File: src/rtl/vlen_pkg.sv
package vlen_pkg;
  typedef enum logic {
    TGT_VL  = 1'b0,
    TGT_MVL = 1'b1
  } vlen_tgt_e;
endpackage

File: src/rtl/vlen_expand.sv
module vlen_expand #(
  parameter int W = 6
) (
  input  logic [W-1:0] code,
  output logic [W:0]   cnt
);
  // a zero code stands for the largest count, 2**W
  always_comb begin
    if (code == '0) cnt = {1'b1, {W{1'b0}}};
    else            cnt = {1'b0, code};
  end
endmodule

File: src/rtl/vlen_setvl.sv
module vlen_setvl #(
  parameter int LEN_W = 6,
  parameter int REQ_W = 8
) (
  input  logic             clk,
  input  logic             rst_n,
  input  logic             go,
  input  logic [REQ_W-1:0] req,
  input  logic [LEN_W:0]   mvl_cnt,
  output logic [LEN_W:0]   min_cnt,
  output logic [LEN_W:0]   res_q,
  output logic             res_valid
);
  localparam int CW = (REQ_W > LEN_W + 1) ? REQ_W : LEN_W + 1;

  logic [CW-1:0] req_x, mvl_x;
  assign req_x = CW'(req);
  assign mvl_x = CW'(mvl_cnt);

  always_comb begin
    if (req_x > mvl_x) min_cnt = mvl_cnt;
    else               min_cnt = req_x[LEN_W:0];
  end

  always_ff @(posedge clk) begin
    if (!rst_n) begin
      res_q     <= '0;
      res_valid <= 1'b0;
    end else begin
      res_valid <= go;
      if (go) res_q <= min_cnt;
    end
  end


  res_pulse_chk: assert property (@(posedge clk) disable iff (!rst_n)
    go |=> res_valid);

  res_bound_chk: assert property (@(posedge clk) disable iff (!rst_n)
    go |=> (res_q <= $past(mvl_cnt)) && (CW'(res_q) <= $past(req_x)));

  res_hold_chk: assert property (@(posedge clk) disable iff (!rst_n)
    !go |=> $stable(res_q) && !res_valid);
endmodule

File: src/rtl/vlen_state.sv
module vlen_state
  import vlen_pkg::*;
#(
  parameter int LEN_W = 6
) (
  input  logic           clk,
  input  logic           rst_n,
  input  logic           sv_go,
  input  logic [LEN_W:0] sv_vl_cnt,
  input  logic [LEN_W:0] sv_mvl_cnt,
  input  logic           wr_go,
  input  vlen_tgt_e      wr_tgt,
  input  logic [LEN_W:0] wr_cnt,
  output logic [LEN_W:0] vl_cnt,
  output logic [LEN_W:0] mvl_cnt,
  output logic           zero
);
  logic [LEN_W-1:0] vl_q, mvl_q;
  logic             zero_q;
  logic [LEN_W:0]   vl_full;

  vlen_expand #(.W(LEN_W)) u_vl_exp  (.code(vl_q),  .cnt(vl_full));
  vlen_expand #(.W(LEN_W)) u_mvl_exp (.code(mvl_q), .cnt(mvl_cnt));

  assign vl_cnt = zero_q ? '0 : vl_full;
  assign zero   = zero_q;

  always_ff @(posedge clk) begin
    if (!rst_n) begin
      vl_q   <= '0;
      mvl_q  <= '0;
      zero_q <= 1'b0;
    end else if (sv_go) begin
      mvl_q  <= sv_mvl_cnt[LEN_W-1:0];
      vl_q   <= sv_vl_cnt[LEN_W-1:0];
      zero_q <= (sv_vl_cnt == '0);
    end else if (wr_go) begin
      if (wr_tgt == TGT_VL) begin
        vl_q   <= (wr_cnt > mvl_cnt) ? mvl_q : wr_cnt[LEN_W-1:0];
        zero_q <= 1'b0;
      end else begin
        mvl_q <= wr_cnt[LEN_W-1:0];
        if (!zero_q && (vl_full > wr_cnt)) vl_q <= wr_cnt[LEN_W-1:0];
      end
    end
  end


  vl_in_range_chk: assert property (@(posedge clk) disable iff (!rst_n)
    vl_cnt <= mvl_cnt);

  mvl_nonzero_chk: assert property (@(posedge clk) disable iff (!rst_n)
    mvl_cnt != '0);

  zero_clear_chk: assert property (@(posedge clk) disable iff (!rst_n)
    (!sv_go && wr_go && wr_tgt == TGT_VL) |=> !zero);

  zero_keep_chk: assert property (@(posedge clk) disable iff (!rst_n)
    (!sv_go && wr_go && wr_tgt == TGT_MVL && zero) |=> zero && vl_cnt == '0);

  mvl_load_chk: assert property (@(posedge clk) disable iff (!rst_n)
    (!sv_go && wr_go && wr_tgt == TGT_MVL) |=> mvl_cnt == $past(wr_cnt));
endmodule

File: src/rtl/vlen_ctrl.sv
module vlen_ctrl
  import vlen_pkg::*;
#(
  parameter int LEN_W = 6,
  parameter int IMM_W = 5,
  parameter int REQ_W = 8,
  parameter int XLEN  = 64
) (
  input  logic             clk,
  input  logic             rst_n,
  input  logic             csr_we,
  input  logic [LEN_W-1:0] csr_wdata,
  input  logic             imm_we,
  input  logic [IMM_W-1:0] imm_val,
  input  logic             csr_target,
  input  logic             setvl_go,
  input  logic [REQ_W-1:0] setvl_req,
  input  logic [LEN_W-1:0] setvl_mvl,
  output logic [LEN_W:0]   vl,
  output logic [LEN_W:0]   mvl,
  output logic [LEN_W:0]   setvl_res,
  output logic             setvl_valid,
  output logic             vl_zero,
  output logic             pred_ok
);
  localparam int XW = (XLEN > 0) ? $clog2(XLEN + 1) + 1 : 1;
  localparam int CW = (XW > LEN_W + 1) ? XW : LEN_W + 1;

  logic [LEN_W-1:0] imm_ext, wr_code;
  logic [LEN_W:0]   wr_cnt, sv_mvl_cnt, sv_vl_cnt;
  logic             wr_go;

  generate
    if (LEN_W > IMM_W) begin : g_imm_pad
      assign imm_ext = {{(LEN_W - IMM_W){1'b0}}, imm_val};
    end else begin : g_imm_cut
      assign imm_ext = imm_val[LEN_W-1:0];
    end
  endgenerate

  // register form takes precedence over immediate form
  assign wr_code = csr_we ? csr_wdata : imm_ext;
  assign wr_go   = csr_we | imm_we;

  vlen_expand #(.W(LEN_W)) u_wr_exp (.code(wr_code),   .cnt(wr_cnt));
  vlen_expand #(.W(LEN_W)) u_sv_exp (.code(setvl_mvl), .cnt(sv_mvl_cnt));

  vlen_setvl #(.LEN_W(LEN_W), .REQ_W(REQ_W)) u_setvl (
    .clk       (clk),
    .rst_n     (rst_n),
    .go        (setvl_go),
    .req       (setvl_req),
    .mvl_cnt   (sv_mvl_cnt),
    .min_cnt   (sv_vl_cnt),
    .res_q     (setvl_res),
    .res_valid (setvl_valid)
  );

  vlen_state #(.LEN_W(LEN_W)) u_state (
    .clk        (clk),
    .rst_n      (rst_n),
    .sv_go      (setvl_go),
    .sv_vl_cnt  (sv_vl_cnt),
    .sv_mvl_cnt (sv_mvl_cnt),
    .wr_go      (wr_go),
    .wr_tgt     (vlen_tgt_e'(csr_target)),
    .wr_cnt     (wr_cnt),
    .vl_cnt     (vl),
    .mvl_cnt    (mvl),
    .zero       (vl_zero)
  );

  assign pred_ok = (CW'(vl) <= CW'(XLEN));


  pred_zero_chk: assert property (@(posedge clk) disable iff (!rst_n)
    vl_zero |-> pred_ok);

  setvl_wins_chk: assert property (@(posedge clk) disable iff (!rst_n)
    setvl_go |=> mvl == $past(sv_mvl_cnt) && setvl_res == vl);

  zero_flag_chk: assert property (@(posedge clk) disable iff (!rst_n)
    vl_zero |-> vl == '0);
endmodule

File: config.mk
export PLATFORM = sky130hd
export DESIGN_NAME = vlen_ctrl
export DESIGN_NICKNAME = d
export VERILOG_FILES = /design/src/rtl/vlen_pkg.sv /design/src/rtl/vlen_expand.sv /design/src/rtl/vlen_setvl.sv /design/src/rtl/vlen_state.sv /design/src/rtl/vlen_ctrl.sv
export SDC_FILE = /design/constraint.sdc
export NUM_CORES = 1
export LEC_CHECK = 0
export BUFFER_PORTS_ARGS = -buffer_cell sky130_fd_sc_hd__buf_2
export CAP_MARGIN = 15
export CORE_MARGIN = 3
export CORE_UTILIZATION = 45
export CTS_BUF_LIST = sky130_fd_sc_hd__clkbuf_4 sky130_fd_sc_hd__clkbuf_8
export CTS_CLUSTER_DIAMETER = 50
export DETAILED_ROUTE_END_ITERATION = 6
export PLACE_DENSITY = 0.69
export SYNTH_ARGS = -nofsm -noshare
export SYNTH_HDL_FRONTEND = slang
export SYNTH_SLANG_ARGS = --single-unit
File: constraint.sdc
create_clock -name clk -period 3.59 [get_ports clk]
set_input_delay 0.718 -clock clk [delete_from_list [all_inputs] [get_ports clk]]
set_output_delay 0.718 -clock clk [all_outputs]
set_load 0.01 [all_outputs]
==> impl_metrics.ini, run 1 <==
[status]
status = finished clean

[clock_network]
clock_latency_ps = 250
clk_pin_slew_ps = 80
numCtsBuffers = 3
cts_buffer_depth = 2
cts_root_buf = clkbuf_8
holdBufCountCts = 0
cts_sinks = 21
post_cts_buffers = 0
cts_tree = done
htree_levels = 1
ctsResizeCount = 0

[yosys]
ys_seq_area_share_pct = 24.2
async_reset_ff_share_pct = 0
synth_adder_area_share_pct = 15.1
syn_area_mm2 = 0.00174
synth_area_per_cell_um2 = 7.67
synth-seq-cells = 21
synth_flop_cell = dfxtp_1
ys_types = 37
synth-xor-area-share_pct = 0
netlist_instances = 227
synth_edf_count = 0
synthSimpleGateAreaFrac_pct = 21.6
synth_compound_area_share_pct = 20.1
synth.area.mux_share_pct = 8.70
yosysWarnings = 0
postSynthNetCount = 279
synth_top_family_by_area = simple AND/OR/NAND/NOR gates

[power_and_ir_drop]
peakVddDrop_v = 0.000221
power_leakage_nw = 1.01
power_uw = 674
power_density_mw_per_mm2 = 330

[critical_path]
crit_path_max_fanout = 9
worstSetupPathType = in -> reg
ff2ff_setup_slack_ps = 1000
crit_path_end_kind = flip-flop
worst_setup_path_start_kind = primary input
cp-startpoint = csr_we
required_ps = 3770
crit_arrival_ps = 3410
r2r-start = u_state.vl_q[4]

[placed_design]
post-dp-hpwl_um = 3670
io_buffers = 53
postPlaceCellArea_mm2 = 0.00200
place_congestion = 0.844

[detailed_routing]
drt_pass1_iterations = 4
ant_nets = 0
drcViolationCount = 0
routed_wl_um = 4440
routedWlPerCell_um = 14.2
vias = 1681
drt_iter0_markers = 94
routed_via_density = 5.39

[die]
dieWidth_um = 68.2
coreArea_mm2 = 0.00352
placementRows = 21
start_util_pct = 49.4
dieHeight_um = 68.2
die-area_mm2 = 0.00465
io_pins = 55

[timing]
fmax_mhz = 310
tns_ps = 0
worstMarginPinSlew_ps = 511
report.final.slew_viol_count = 0
grt_setup_unrepaired = false
post-route-period-util_pct = 90.0
finalHoldViolCount = 0
period_minus_slack_ps = 3230
setup_viol = 0
skew_ps = 4.37
slew_headroom_pct = 65.9

[flow_run]
max-cap-violations = 0

[layout]
nNetsFinal = 319
drive_gt1_share_pct = 25.9
finalInstanceArea_mm2 = 0.00204
area_delta_synth_final_pct = 17.5
fill_cells = 337
num_antenna_cells = 0

[global_route]
grt-ovfl-total = 0
track_usage_pct = 20.1
grt_pass1_wl_um = 7130
antenna_found_initial = 0
grt_pass1_vias = 1493
grt_max_degree = 36

[min_path]
hold_class = reg -> reg
hold_path_startpoint = u_setvl.res_q[1]
[state kept, by name, indices dropped and copies added, names as in the netlist]
name / cells
u_state.mvl_q: 6
u_state.vl_q: 6
u_state.zero: 1
u_setvl.res_q: 7
u_setvl.res_valid: 1
[layout by cell type (no fill, tap or decap), types with 2 or more instances in the layout]
cell type  netlist  routed
nor2b_1          6       6
o211ai_1         4       4
buf_2            1      53
a21oi_1         19      19
clkbuf_8         0       3
dfxtp_1         21      21
a21oi_2          2       2
nand3_1         12      12
o221ai_1         3       3
or4b_1           3       3
ha_1            21      21
buf_4            2       3
a211oi_1         4       4
inv_2            2       2
o21ai_1          2       2
inv_1           22      22
nor3_1           3       3
mux2i_1         14      14
and2_1           5       5
nand3b_1         2       2
nand2_1         11      11
nor2_1          17      17
nand4_1          2       2
nor4_1           4       4
o21ai_0         15      15
[final cells by class]
class | instances | area [um2] | area share, %
clock buffer | 3 | 41.3 | 2.02
clock inverter | 1 | 5.00 | 0.245
inverter | 24 | 90.1 | 4.41
multi-input combinational | 161 | 1140 | 55.9
sequential | 21 | 420 | 20.6
tap | 46 | 57.6 | 2.82
timing repair buffer | 56 | 288 | 14.1
[through the flow]
stage / instances / hold WS [ps] / utilization, % / setup WS, ps
CTS: 312 / 535 / 58.1 / 390
detailed placement: 308 / 510 / 56.8 / 115
floorplan: 227 / 469 / - / 424
finish: 312 / 536 / 58.1 / 359
global route: 312 / 566 / 58.1 / 137
global placement: 308 / 518 / 56.8 / 251
[final timing paths]
path,to,cells after the start
min,u_setvl.res_q[1],2
max,u_state.vl_q[2],13
max reg2reg,u_state.vl_q[4],9
min reg2reg,u_setvl.res_q[1],2
[power by group]
| group | internal (mW) | leakage [nW] | switching (mW) |
|---|---|---|---|
| combinational | 0.109 | 0.811 | 0.141 |
| sequential | 0.253 | 0.174 | 0.0203 |
| clock | 0.0771 | 0.0255 | 0.0739 |
| total | 0.439 | 1.01 | 0.235 |
[synthesized netlist by cell type (3+ instances only)]
cell,instances,share of area [%]
a211oi_1,4,1.7
a21oi_1,19,5.5
and2_1,5,1.8
clkbuf_1,18,3.9
dfxtp_1,21,24
ha_1,21,15
inv_1,22,4.7
mux2i_1,14,8.1
nand2_1,11,2.4
nand3_1,12,3.5
nor2_1,17,3.7
nor2b_1,6,2.2
nor3_1,3,0.86
nor4_1,4,1.4
o211ai_1,4,1.7
o21ai_0,15,4.3
o221ai_1,3,1.5
or4b_1,3,1.7
[critical path: stages]
cell      delay (ps)
buf_2            190
mux2i_1          380
inv_2             90
nor4_1           240
nand3_1          150
inv_1             90
ha_1             260
a21oi_1          140
o21ai_1          110
o221ai_4         320
mux2i_1          130
or4b_1           470
o211ai_1         100
[metal layers]
metal,up-vias,global-route usage [%],part of all wire (%),wire (um)
li1,872,-,-,-
met1,742,29.3,47,2080
met2,65,31.5,44,1970
met3,2,2.63,8.4,372
met4,0,3.72,0.32,14
met5,-,0,0,0
[cell families (layout without fill, tap and decap cells)]
logic type,after synthesis,after routing
AO/OA/AOI/OAI,54,54
adder cells (fa/ha/maj),21,21
buffers and inverters,45,84
flip-flops,21,21
multiplexers,15,15
other,1,1
AND/OR/NAND/NOR,70,70
Note: power is estimated with default switching activity, not from simulation.
==> run 2: changes to the inputs <==
--- a/config.mk
+++ b/config.mk
@@ -9,4 +9,6 @@
 export CAP_MARGIN = 15
+export CELL_PAD_IN_SITES_DETAIL_PLACEMENT = 2
+export CELL_PAD_IN_SITES_GLOBAL_PLACEMENT = 2
 export CORE_MARGIN = 3
-export CORE_UTILIZATION = 45
+export CORE_UTILIZATION = 29
 export CTS_BUF_LIST = sky130_fd_sc_hd__clkbuf_4 sky130_fd_sc_hd__clkbuf_8
@@ -14,3 +16,3 @@
 export DETAILED_ROUTE_END_ITERATION = 6
-export PLACE_DENSITY = 0.69
+export PLACE_DENSITY = 0.79
 export SYNTH_ARGS = -nofsm -noshare
@@ -18 +20,2 @@
 export SYNTH_SLANG_ARGS = --single-unit
+export TNS_END_PERCENT = 20
==> constraint.sdc (replaced) <==
create_clock -name clk -period 3.59 [get_ports clk]
set_input_delay 0.5385 -clock clk [delete_from_list [all_inputs] [get_ports clk]]
set_output_delay 0.5385 -clock clk [all_outputs]
set_load 0.01 [all_outputs]
==> run 2 against run 1 <==
  * Clock power grew 8%
  * Non-clock buffer count fell by 1
  * Register-to-register slack worse by 30 ps
  * Sequential share of layout area down 0.27 points
  * Largest cell class unchanged
  * Largest power group unchanged
  * Combinational power up 5%
  * Clock skew fell by 1.6 ps
  * First-iteration DRC count down 35%
==> impl_metrics.ini, run 2 (synthesis gave the netlist of run 1 again) <==
[layout]
fill_cells = 695
drive_gt1_share_pct = 25.7
nNetsFinal = 318
stdcell_count = 337
layout_common_cells = buf_2 (53), inv_1 (22), ha_1 (21), dfxtp_1 (21), a21oi_1 (19)
area_delta_synth_final_pct = 19.1
top_register = u_setvl.res_q
reg_top3 = u_setvl.res_q: 7 flops, u_state.mvl_q: 6 flops, u_state.vl_q: 6 flops
final_common_cell = buf_2
num_antenna_cells = 0
largest_reg_flops = 7

[clock_network]
cts_sinks = 21
cts_root_buf = clkbuf_8
cts_buffer_depth = 2
ctsResizeCount = 0
cts_tree = done
holdBufCountCts = 0
post_cts_buffers = 0
clock_latency_ps = 260
numCtsBuffers = 3
clk_pin_slew_ps = 80
htree_levels = 1

[critical_path]
required_ps = 3780
crit_arrival_ps = 3320
worstSetupPathType = in -> reg
crit_path_max_fanout = 9
ff2ff_setup_slack_ps = 970
r2r-start = u_state.vl_q[4]
crit_path_end_kind = flip-flop
worst_setup_path_start_kind = primary input
cp-startpoint = csr_we

[power_and_ir_drop]
power_leakage_nw = 1.00
power_density_mw_per_mm2 = 337
switching_share_pct = 36.9
p_int_uw = 441
p_switching_uw = 258
peakVddDrop_v = 0.000118
clkPwrFrac_pct = 23.3
seqPwrFrac_pct = 39.1
combPwrFrac_pct = 37.6

[placed_design]
io_buffers = 53
post-dp-hpwl_um = 4790
dp.cells = 333
place_congestion = 0.872

[global_route]
grt_max_degree = 36
grt_pass1_wl_um = 9620
antenna_found_initial = 0
grt_pass1_vias = 1884
grt-ovfl-total = 0
track_usage_pct = 17.0

[die]
coreArea_mm2 = 0.00564
io_pins = 55
start_util_pct = 30.8
die-area_mm2 = 0.00697
dieWidth_um = 83.5
dieHeight_um = 83.5
placementRows = 27

[timing]
tns_ps = 0
finalHoldViolCount = 0
setup_viol = 0
slew_headroom_pct = 62.0
post-route-period-util_pct = 87.2
worstMarginPinSlew_ps = 571
period_minus_slack_ps = 3130
grt_setup_unrepaired = false
skew_ps = 2.73
report.final.slew_viol_count = 0
fmax_mhz = 320

[detailed_routing]
routedWlPerCell_um = 17.0
drt_iter0_markers = 61
routed_wl_um = 5740
drt_pass1_iterations = 4
routed_via_density = 5.34
vias = 1798
ant_nets = 0
drcViolationCount = 0

[status]
status = finished clean

[min_path]
hold_path_startpoint = u_setvl.res_q[3]
hold_class = reg -> reg

[flow_run]
max-cap-violations = 0
-- run 2: cell types whose count changed in the layout (fill, tap and decap cells not counted) --
| cell | previous run | this run |
|---|---|---|
| buf_4 | 3 | 2 |
| clkinv_2 | 1 | 0 |
| clkinvlp_4 | 0 | 1 |
-- run 2: critical path: stages --
cell and delay, ps:
buf_2 200, mux2i_1 360, inv_1 150, nor4_1 300, nand3_1 150, inv_1 90, ha_1 260, a21oi_1 130
o21ai_1 110, o221ai_4 320, mux2i_1 130, or4b_1 480, o211ai_1 100
-- run 2: power by group through the flow --
| stage | Combinational [mW] | Sequential, mW | Clock [mW] |
|---|---|---|---|
| floorplan | 0.176 | 0.274 | 0 |
| finish | 0.263 | 0.273 | 0.163 |
| global route | 0.300 | 0.278 | 0.175 |
| global placement | 0.257 | 0.279 | 0 |
| detailed placement | 0.266 | 0.280 | 0 |
| CTS | 0.267 | 0.274 | 0.166 |
-- run 2: final cells by class --
type / instances / area, um2 / share of cell area (%)
inverter: 24 / 90.1 / 4.35
clock buffer: 3 / 41.3 / 1.99
multi-input combinational: 161 / 1140 / 55.1
tap: 72 / 90.1 / 4.35
clock inverter: 1 / 7.51 / 0.362
sequential: 21 / 420 / 20.3
timing repair buffer: 55 / 280 / 13.5
-- run 2: worst paths after layout --
check	to	cells after the start
setup / recovery	u_state.vl_q[2]	13
hold / removal	u_setvl.res_q[3]	2
setup reg to reg	u_state.vl_q[2]	9
hold reg to reg	u_setvl.res_q[3]	2
-- run 2: layer usage --
metal / vias to the layer above / track usage [%] / share of wire (%)
met5: - / 0 / 0
met2: 51 / 28.6 / 47
met4: 0 / 3.51 / 0.98
li1: 872 / - / -
met1: 870 / 23.4 / 48
met3: 5 / 1.88 / 4.0
-- run 2: metrics by stage --
| stage | cell area, um2 | hold WS [ps] | total power [mW] | util (%) | setup WS (ps) |
|---|---|---|---|---|---|
| CTS | 2070 | 542 | 0.707 | 36.7 | 467 |
| finish | 2070 | 535 | 0.699 | 36.7 | 461 |
| global placement | 2020 | 511 | 0.536 | 35.9 | 374 |
| detailed placement | 2020 | 525 | 0.546 | 35.9 | 182 |
| floorplan | 1740 | 469 | 0.449 | - | 604 |
| global route | 2070 | 573 | 0.752 | 36.7 | 198 |
==> run 3: changes to the inputs <==
Settings changed: CORE_UTILIZATION 29 to 31, SYNTH_HIERARCHICAL from default to 1.
==> run 3 against run 2 <==
  * Fmax increased by 0.83%
  * Clock skew rose by 6.5 ps
  * Register-to-register slack better by 40 ps
  * Wire length increased by 15%
  * Via count grew 12%
  * Global-route usage increased by 0.28 points
  * Combinational power increased by 22%
  * Design area is 13% higher
  * Critical path type unchanged
  * Synthesized cell count grew 13%
  * Setup slack better by 26 ps
  * Clock power is 4% lower
==> impl_metrics.ini, run 3 <==
[global_route]
grt_pass1_vias = 2057
grt_max_degree = 38
grt-ovfl-total = 0
grt_pass1_wl_um = 10600
track_usage_pct = 17.3
antenna_found_initial = 0

[yosys]
ys_types = 45
synth_flop_cell = dfxtp_1
yosysMostFrequentCell = clkbuf_1
yosys-top-cells-area = dfxtp_1 (20%), ha_1 (13%), mux2i_1 (5.8%)
netlist_instances = 256
yosysWarnings = 6
netlist_top_cells_count = clkbuf_1 (28), inv_1 (23), nand2_1 (22)
synth-seq-cells = 21
syn_area_mm2 = 0.00207
async_reset_ff_share_pct = 0
ys_seq_area_share_pct = 20.3
synth_area_per_cell_um2 = 8.08
postSynthNetCount = 308
synth_top_area_share_pct = 20.3
yosysTopAreaCell = dfxtp_1
synth_edf_count = 0

[critical_path]
reg2reg_to = u_state/vl_q[0]
worst_setup_path_start_kind = primary input
required_ps = 3800
crit_arrival_ps = 3310
rr_worst_depth = 9
endpoint = u_state/zero
crit_path_end_kind = flip-flop
worstSetupPathType = in -> reg
cp-startpoint = setvl_mvl[5]
crit_path_max_fanout = 7
ff2ff_setup_slack_ps = 1010
r2r-start = u_state/mvl_q[5]

[detailed_routing]
ant_nets = 0
routedWlPerCell_um = 18.5
vias = 2019
drcViolationCount = 0
routed_wl_um = 6620
drt_pass1_iterations = 4
routed_via_density = 5.64
drt_iter0_markers = 86

[power_and_ir_drop]
power_density_mw_per_mm2 = 320
power_leakage_nw = 1.08
peakVddDrop_v = 0.000154
power_uw = 751

[die]
dieWidth_um = 87.7
io_pins = 55
coreArea_mm2 = 0.00642
die-area_mm2 = 0.00769
start_util_pct = 32.2
dieHeight_um = 87.7
placementRows = 29

[placed_design]
place_congestion = 0.851
post-dp-hpwl_um = 5430
io_buffers = 54
postPlaceCellArea_mm2 = 0.00230

[layout]
finalInstanceArea_mm2 = 0.00235
area_delta_synth_final_pct = 13.4
utilization_pct = 36.5
fill_cells = 769
multi_input_area_mm2 = 0.00143
reg_top3 = u_setvl/res_q: 7 flops, u_state/mvl_q: 6 flops, u_state/vl_q: 6 flops
drive_gt1_share_pct = 28.8
num_antenna_cells = 0
regArea_um2 = 420
largest_reg_flops = 7
top_register = u_setvl/res_q
nNetsFinal = 334
final_common_cell = buf_2
layout_common_cells = buf_2 (54), inv_1 (23), nand2_1 (22), ha_1 (21), dfxtp_1 (21)

[clock_network]
htree_levels = 1
cts_tree = done
ctsResizeCount = 0
clock_latency_ps = 260
cts_root_buf = clkbuf_8
clk_pin_slew_ps = 80
holdBufCountCts = 0
cts_sinks = 21
cts_buffer_depth = 2
numCtsBuffers = 3
post_cts_buffers = 0

[timing]
report.final.slew_viol_count = 0
fmax_mhz = 322
worstMarginPinSlew_ps = 580
tns_ps = 0
period_minus_slack_ps = 3100
setup_viol = 0
grt_setup_unrepaired = false
slew_headroom_pct = 61.3
finalHoldViolCount = 0
skew_ps = 9.19
post-route-period-util_pct = 86.5

[flow_run]
max-cap-violations = 0

[status]
status = finished clean

[min_path]
worstHoldPathCells = 2
hold_path_startpoint = u_setvl/res_q[3]
hold_class = reg -> reg
## run 3: changes by cell type in the layout (fill, tap and decap cells not counted), moves of 5 or more
cell,change
a31oi_1,+14
nor2_1,-14
a21oi_1,-12
nand2_1,+11
a32o_1,+7
a32oi_1,+6
or4_4,+5
## run 3: worst min-delay path by stage
| stage | to |
|---|---|
| 6_report | u_setvl/res_q[3] |
| 5_1_grt | u_setvl/res_q[6] |
| 4_1_cts | u_setvl/res_q[3] |
| 3_5_place_dp | u_setvl/res_q[3] |
| 3_3_place_gp | u_setvl/res_q[3] |
| 2_1_floorplan | u_state/vl_q[2] |
## run 3: logic make-up after synthesis
logic type                 synth area share, %
DFF                                       20.3
AOI/OAI and AO/OA                         25.3
and+or+nand+nor                           22.4
adders and majority gates                 12.7
muxes                                     8.52
buffers and inverters                     10.8
## run 3: final cells by class
class | count | area share [%]
Timing Repair Buffer | 54 | 11.5
Tap cell | 77 | 4.11
Multi-Input combinational cell | 179 | 60.8
Clock inverter | 1 | 0.213
Clock buffer | 3 | 1.76
Inverter | 23 | 3.68
Sequential cell | 21 | 17.9
## run 3: metal layers
metal / global-route usage [%] / part of all wire (%) / up-vias
met4: 2.09 / 0.32 / 0
met2: 31.7 / 52 / 59
met3: 2.07 / 5.4 / 2
met5: 0 / 0 / -
li1: - / - / 977
met1: 22.1 / 43 / 981
## run 3: where the power goes
| group | internal [mW] | leakage, nW | switching, mW |
|---|---|---|---|
| Sequential | 0.254 | 0.174 | 0.0212 |
| Clock | 0.0774 | 0.0255 | 0.0785 |
| Combinational | 0.139 | 0.880 | 0.182 |
| Total | 0.470 | 1.08 | 0.282 |
## run 3: worst max-delay path, cell delays in order
cell     delay [ps]
buf_2           130
or4_4           530
nor3_2          180
inv_1            70
ha_1            330
inv_1           110
o211a_4         290
a32o_1          210
a31oi_1         200
nand2_1         140
nor4b_1         340
a22oi_1         130
nor2b_1         130
## run 3: metrics by stage
step | setup slack, ps | cells | hold slack [ps]
final | 486 | 358 | 546
after global routing | 298 | 358 | 590
after CTS | 473 | 358 | 548
after detailed placement | 212 | 354 | 533
after global placement | 293 | 354 | 542
after floorplan | 553 | 256 | 505
